===== src/rtl/iq_port_pkg.sv =====
package iq_port_pkg;

    localparam int unsigned SAMPLE_W = 32;
    localparam int unsigned BUS_W    = 64;

    typedef enum logic [1:0] {
        ST_IDLE    = 2'd0,
        ST_ARMED   = 2'd1,
        ST_SERVE_I = 2'd2,
        ST_SERVE_Q = 2'd3
    } port_state_t;

endpackage


===== src/rtl/iq_edge_sync.sv =====
module iq_edge_sync #(
    parameter int unsigned STAGES = 2
) (
    input  logic clk,
    input  logic rst_n,
    input  logic async_i,
    output logic rise_o
);

    localparam int unsigned CHAIN = STAGES + 1;

    logic [CHAIN-1:0] chain_q;

    generate
        for (genvar g = 0; g < CHAIN; g++) begin : g_stage
            if (g == 0) begin : g_first
                always_ff @(posedge clk or negedge rst_n) begin
                    if (!rst_n) chain_q[0] <= 1'b0;
                    else        chain_q[0] <= async_i;
                end
            end else begin : g_rest
                always_ff @(posedge clk or negedge rst_n) begin
                    if (!rst_n) chain_q[g] <= 1'b0;
                    else        chain_q[g] <= chain_q[g-1];
                end
            end
        end
    endgenerate

    // The last stage is the history bit; a rise is new-high and old-low.
    assign rise_o = chain_q[CHAIN-2] & ~chain_q[CHAIN-1];

endmodule


===== src/rtl/iq_ctrl_fsm.sv =====
module iq_ctrl_fsm
    import iq_port_pkg::*;
(
    input  logic        clk,
    input  logic        rst_n,
    input  logic        sel_i,
    input  logic        sel_q,
    input  logic        rd_n,
    input  logic        edge_i,
    output port_state_t state_o,
    output logic        capture_o,
    output logic        ack_o,
    output logic        drive_i_o,
    output logic        drive_q_o
);

    port_state_t state_q, state_d;
    logic        i_req, q_req;

    assign i_req = sel_i & ~rd_n;
    assign q_req = sel_q & ~rd_n;

    always_ff @(posedge clk or negedge rst_n) begin
        if (!rst_n) state_q <= ST_IDLE;
        else        state_q <= state_d;
    end

    always_comb begin
        state_d = state_q;
        unique case (state_q)
            ST_IDLE: begin
                if (i_req)      state_d = ST_ARMED;
                else if (q_req) state_d = ST_SERVE_Q;
            end
            ST_ARMED: begin
                if (!i_req)      state_d = ST_IDLE;
                else if (edge_i) state_d = ST_SERVE_I;
            end
            ST_SERVE_I: begin
                if (!i_req) state_d = ST_IDLE;
            end
            ST_SERVE_Q: begin
                if (!q_req) state_d = ST_IDLE;
            end
            default: state_d = ST_IDLE;
        endcase
    end

    always_comb begin
        capture_o = 1'b0;
        ack_o     = 1'b1;
        drive_i_o = 1'b0;
        drive_q_o = 1'b0;
        unique case (state_q)
            ST_IDLE:    ;
            ST_ARMED: begin
                ack_o     = 1'b0;
                capture_o = edge_i & i_req;
            end
            ST_SERVE_I: drive_i_o = 1'b1;
            ST_SERVE_Q: drive_q_o = 1'b1;
            default:    ;
        endcase
    end

    assign state_o = state_q;

endmodule


===== src/rtl/iq_hold_regs.sv =====
module iq_hold_regs #(
    parameter int unsigned W = 32
) (
    input  logic         clk,
    input  logic         rst_n,
    input  logic         capture_i,
    input  logic [W-1:0] i_in,
    input  logic [W-1:0] q_in,
    output logic [W-1:0] i_hold_o,
    output logic [W-1:0] q_hold_o
);

    always_ff @(posedge clk or negedge rst_n) begin
        if (!rst_n) begin
            i_hold_o <= '0;
            q_hold_o <= '0;
        end else if (capture_i) begin
            i_hold_o <= i_in;
            q_hold_o <= q_in;
        end
    end

endmodule


===== src/rtl/iq_bus_drive.sv =====
module iq_bus_drive #(
    parameter int unsigned W     = 32,
    parameter int unsigned BUS_W = 64
) (
    input  logic             drive_i,
    input  logic             drive_q,
    input  logic [W-1:0]     i_hold,
    input  logic [W-1:0]     q_hold,
    output logic [BUS_W-1:0] dout_o,
    output logic             doe_o
);

    localparam int unsigned LOW_W = BUS_W - W;

    logic [W-1:0] word;

    always_comb begin
        word = '0;
        if (drive_i)      word = i_hold;
        else if (drive_q) word = q_hold;
    end

    assign dout_o = {word, {LOW_W{1'b0}}};
    assign doe_o  = drive_i | drive_q;

endmodule


===== src/rtl/iq_pair_port.sv =====
module iq_pair_port
    import iq_port_pkg::*;
#(
    parameter int unsigned SYNC_STAGES = 2
) (
    input  logic                clk,
    input  logic                rst_n,
    input  logic                samp_clk_i,
    input  logic [SAMPLE_W-1:0] i_in,
    input  logic [SAMPLE_W-1:0] q_in,
    input  logic                sel_i,
    input  logic                sel_q,
    input  logic                rd_n,
    output logic                ack_o,
    output logic [BUS_W-1:0]    bus_dout_o,
    output logic                bus_doe_o
);

    logic                samp_rise;
    logic                cap_pulse;
    logic                drv_i, drv_q;
    logic [SAMPLE_W-1:0] i_hold, q_hold;
    port_state_t         state;

    iq_edge_sync #(.STAGES(SYNC_STAGES)) u_sync (
        .clk     (clk),
        .rst_n   (rst_n),
        .async_i (samp_clk_i),
        .rise_o  (samp_rise)
    );

    iq_ctrl_fsm u_fsm (
        .clk       (clk),
        .rst_n     (rst_n),
        .sel_i     (sel_i),
        .sel_q     (sel_q),
        .rd_n      (rd_n),
        .edge_i    (samp_rise),
        .state_o   (state),
        .capture_o (cap_pulse),
        .ack_o     (ack_o),
        .drive_i_o (drv_i),
        .drive_q_o (drv_q)
    );

    iq_hold_regs #(.W(SAMPLE_W)) u_hold (
        .clk       (clk),
        .rst_n     (rst_n),
        .capture_i (cap_pulse),
        .i_in      (i_in),
        .q_in      (q_in),
        .i_hold_o  (i_hold),
        .q_hold_o  (q_hold)
    );

    iq_bus_drive #(.W(SAMPLE_W), .BUS_W(BUS_W)) u_drv (
        .drive_i (drv_i),
        .drive_q (drv_q),
        .i_hold  (i_hold),
        .q_hold  (q_hold),
        .dout_o  (bus_dout_o),
        .doe_o   (bus_doe_o)
    );

endmodule


===== config.mk =====
export PLATFORM = sky130hd
export DESIGN_NAME = iq_pair_port
export DESIGN_NICKNAME = d
export VERILOG_FILES = /design/src/rtl/iq_port_pkg.sv /design/src/rtl/iq_edge_sync.sv /design/src/rtl/iq_ctrl_fsm.sv /design/src/rtl/iq_hold_regs.sv /design/src/rtl/iq_bus_drive.sv /design/src/rtl/iq_pair_port.sv
export SDC_FILE = /design/constraint.sdc
export NUM_CORES = 1
export LEC_CHECK = 0
export ABC_AREA = 1
export CAP_MARGIN = 20
export CORE_MARGIN = 5
export CORE_UTILIZATION = 45
export DETAILED_ROUTE_END_ITERATION = 10
export PLACE_DENSITY = 0.78
export SLEW_MARGIN = 25
export SYNTH_ARGS = -nofsm -noshare
export SYNTH_HDL_FRONTEND = slang
export SYNTH_SLANG_ARGS = --single-unit

===== constraint.sdc =====
create_clock -name clk -period 1.6 [get_ports clk]
set_input_delay 0.24 -clock clk [delete_from_list [all_inputs] [get_ports clk]]
set_output_delay 0.24 -clock clk [all_outputs]
set_load 0.02 [all_outputs]

==> results of run 1 <==
-- state kept, by name, summed over array words and instances, names as in the netlist --
register         count
u_sync.chain_q       3
u_hold.i_hold_o     32
u_fsm.state_o        2
u_hold.q_hold_o     32
-- cells by family after synthesis --
family	after synthesis	share of synthesized area (%)
flops	69	45.4
compound gates	65	14.9
simple gates	181	20.6
buf+inv	130	19.0
other cells	1	0.0987
-- stage by stage --
step,instances,utilization [%],hold slack [ns],cell area [µm²],TNS [ns]
global placement,639,58.7,0.269,4820,-6.01
floorplan,477,-,-0.0556,3920,0
detailed placement,639,58.7,0.272,4820,-6.69
CTS,657,60.9,0.344,5000,-1.74
finish,667,66.1,0.350,5430,-0.266
global route,667,66.1,0.332,5430,-3.32
-- cells in the mapped netlist --
cell / number / area share, %
nand4_1: 1 / 0.16
nor2_4: 1 / 0.30
inv_1: 68 / 6.7
nand3_1: 67 / 8.8
clkbuf_1: 3 / 0.30
buf_2: 7 / 0.92
nand2_1: 106 / 10
a31oi_1: 1 / 0.16
dfrtp_1: 69 / 45
conb_1: 1 / 0.099
o21ai_2: 64 / 15
buf_4: 34 / 6.7
nand4_2: 1 / 0.33
inv_2: 1 / 0.099
nor2_1: 5 / 0.49
buf_1: 4 / 0.39
buf_6: 13 / 3.9
-- final timing paths --
path                       slack (ns)               from                   to  cells after the start
setup / recovery                -0.04   u_fsm.state_o[0]       bus_dout_o[40]                      6
hold / removal                   0.35  u_sync.chain_q[0]    u_sync.chain_q[1]                      0
setup reg to reg                    0   u_fsm.state_o[1]  u_hold.q_hold_o[15]                      8
hold reg to reg                  0.35  u_sync.chain_q[0]    u_sync.chain_q[1]                      0
max in group asynchronous        0.93              rst_n     u_fsm.state_o[1]                      3
min in group asynchronous        0.44              rst_n  u_hold.q_hold_o[12]                      3
-- area by class of cell --
class,instances,area share (%)
Clock inverter,5,1.96
Inverter,69,4.86
Clock buffer,11,2.79
Sequential cell,69,31.9
Tap cell,105,2.42
Timing Repair Buffer,130,26.6
Multi-Input combinational cell,278,29.5
-- layer usage --
metal  share of wire (%)  routed length (µm)
met5                   0                   0
met1                  40                3820
met3                 8.8                 825
met4                 1.3                 118
met2                  49                4660
-- placed cells by master, fill, tap and decap left out, types with 2 or more instances in the layout --
cell             Yosys  routed
buf_12               0       9
buf_2                7       8
buf_4               34       7
buf_6               13      30
bufinv_16            0       3
clkbuf_16            0       4
clkbuf_8             0      11
clkdlybuf4s50_1      0      68
clkinv_4             0       2
conb_1               1      32
dfrtp_1             69      67
dfrtp_2              0       2
inv_1               68      68
nand2_1            106      86
nand2_2              0      20
nand3_1             67      52
nand3_2              0      15
nor2_1               5       5
o21ai_2             64      64
-- critical path, cell delays in order, from the launching register on --
cell and delay (ns):
dfrtp_2 0.42, clkinv_4 0.10, buf_12 0.15, buf_4 0.13, nand3_2 0.06, nand2_2 0.06
buf_6 0.13
-- power breakdown --
group          switching (mW)  total (mW)  internal, mW
Combinational            2.18        4.10          1.92
Sequential              0.556        3.15          2.59
Clock                   0.659        1.78          1.12
Total                    3.39        9.03          5.64
-- what timing repair did --
item	CTS	global route
pin swaps	0	8
hold buffers	1	0
endpoints found under the hold margin	69	0
setup buffers	1	5
setup endpoints to repair	34	68
gates resized for setup	120	109
cloned	0	5
==> flow_summary.toml, run 1 <==
[placement]
port_buffers = 103
hpwl_mm = 6.06
place_ws_ns = -0.110
gp_congestion = 0.797

[final_layout]
multi_input_area_um2 = 1600
regArea_um2 = 1730
drive_above_1_share_pct = 32.0
fillers = 660
diodes = 0
areaGrowthSynthToFinish_pct = 42.8
fin_nets = 627

[critical_path]
crit_type = "reg -> out"
required_ns = 1.36
cp_data_arrival_time_ns = 1.40
worst_setup_path_end_kind = "output pin"
startpoint_type = "flip-flop"
path_max_fanout = 7

[grt]
grtUsageMet1_pct = 21.8
grt_usage_pct = 16.4
antenna_found_initial = 0
grtUsageMet2_pct = 26.2
grt_pass1_vias = 2966
grt_max_degree = 66
grt-busiest-layer = "met2"
grt_use_met3_pct = 4.64
grt_first_pass_wirelength_mm = 13.5
grt-ovfl-total = 0

[power_and_ir_drop]
ir_worst_vdd_uv = 1010
power_leakage_nw = 2.81
power_mw = 9.03
powerDensity_nw_per_um2 = 1660

[synthesis]
synth_area_per_cell_um2 = 8.52
netlist_area_um2 = 3800
ys_warn_count = 0
synth-seq-cells = 69
ys_seq_area_share_pct = 45.4
yosysUniqueCellTypes = 17
synthCells = 446

[timing]
rsz0062_at_grt = "yes"
slew_viol_final = 0
fin_crit_sh_pct = 102
hold_viol_final = 0
fin_skew_ns = 0.00650
fin_ws_ns = -0.0384
finalSetupViolations = 16
fin_crit_ns = 1.64
fmax_mhz = 610

[drt]
drc = 0
via_count = 3169
drt_iter0_drc = 113
drt_first_pass_iters = 5
via_per_inst = 4.75
wl_per_cell_um = 14.1
wirelength_mm = 9.42
final_antenna_net_count = 0

[clocking]
clk_pin_slew_ns = 0.07
cts-buffers-inserted = 9
clk_latency_ns = 0.33
cts_tree = "done"
cts-root-buf = "clkbuf_8"
clkSinkCount = 69
cts_htree_levels = 3
clockBufferDepth = 2

[floorplan]
fp-row-count = 33
initial_utilization_pct = 46.3
floorplan.core_area_um2 = 8220
die_w_um = 102
ios = 136
dieArea_um2 = 10400
fp.dieH_um = 102

[min_path]
min_path_type = "reg -> reg"

[job]
cap_violations = 0

[run_status]
violations = "setup timing"
status = "finished, violations left"
Note: power is estimated with default switching activity, not from simulation.
==> run 2: changes to the inputs <==
--- a/config.mk
+++ b/config.mk
@@ -11,7 +11,7 @@
 export CORE_UTILIZATION = 45
 export DETAILED_ROUTE_END_ITERATION = 10
 export PLACE_DENSITY = 0.78
-export SLEW_MARGIN = 25
+export SLEW_MARGIN = 5
 export SYNTH_ARGS = -nofsm -noshare
 export SYNTH_HDL_FRONTEND = slang
 export SYNTH_SLANG_ARGS = --single-unit
==> results of run 2 <==
Same layout as run 1: the final DEF is identical, and so are final timing and power.
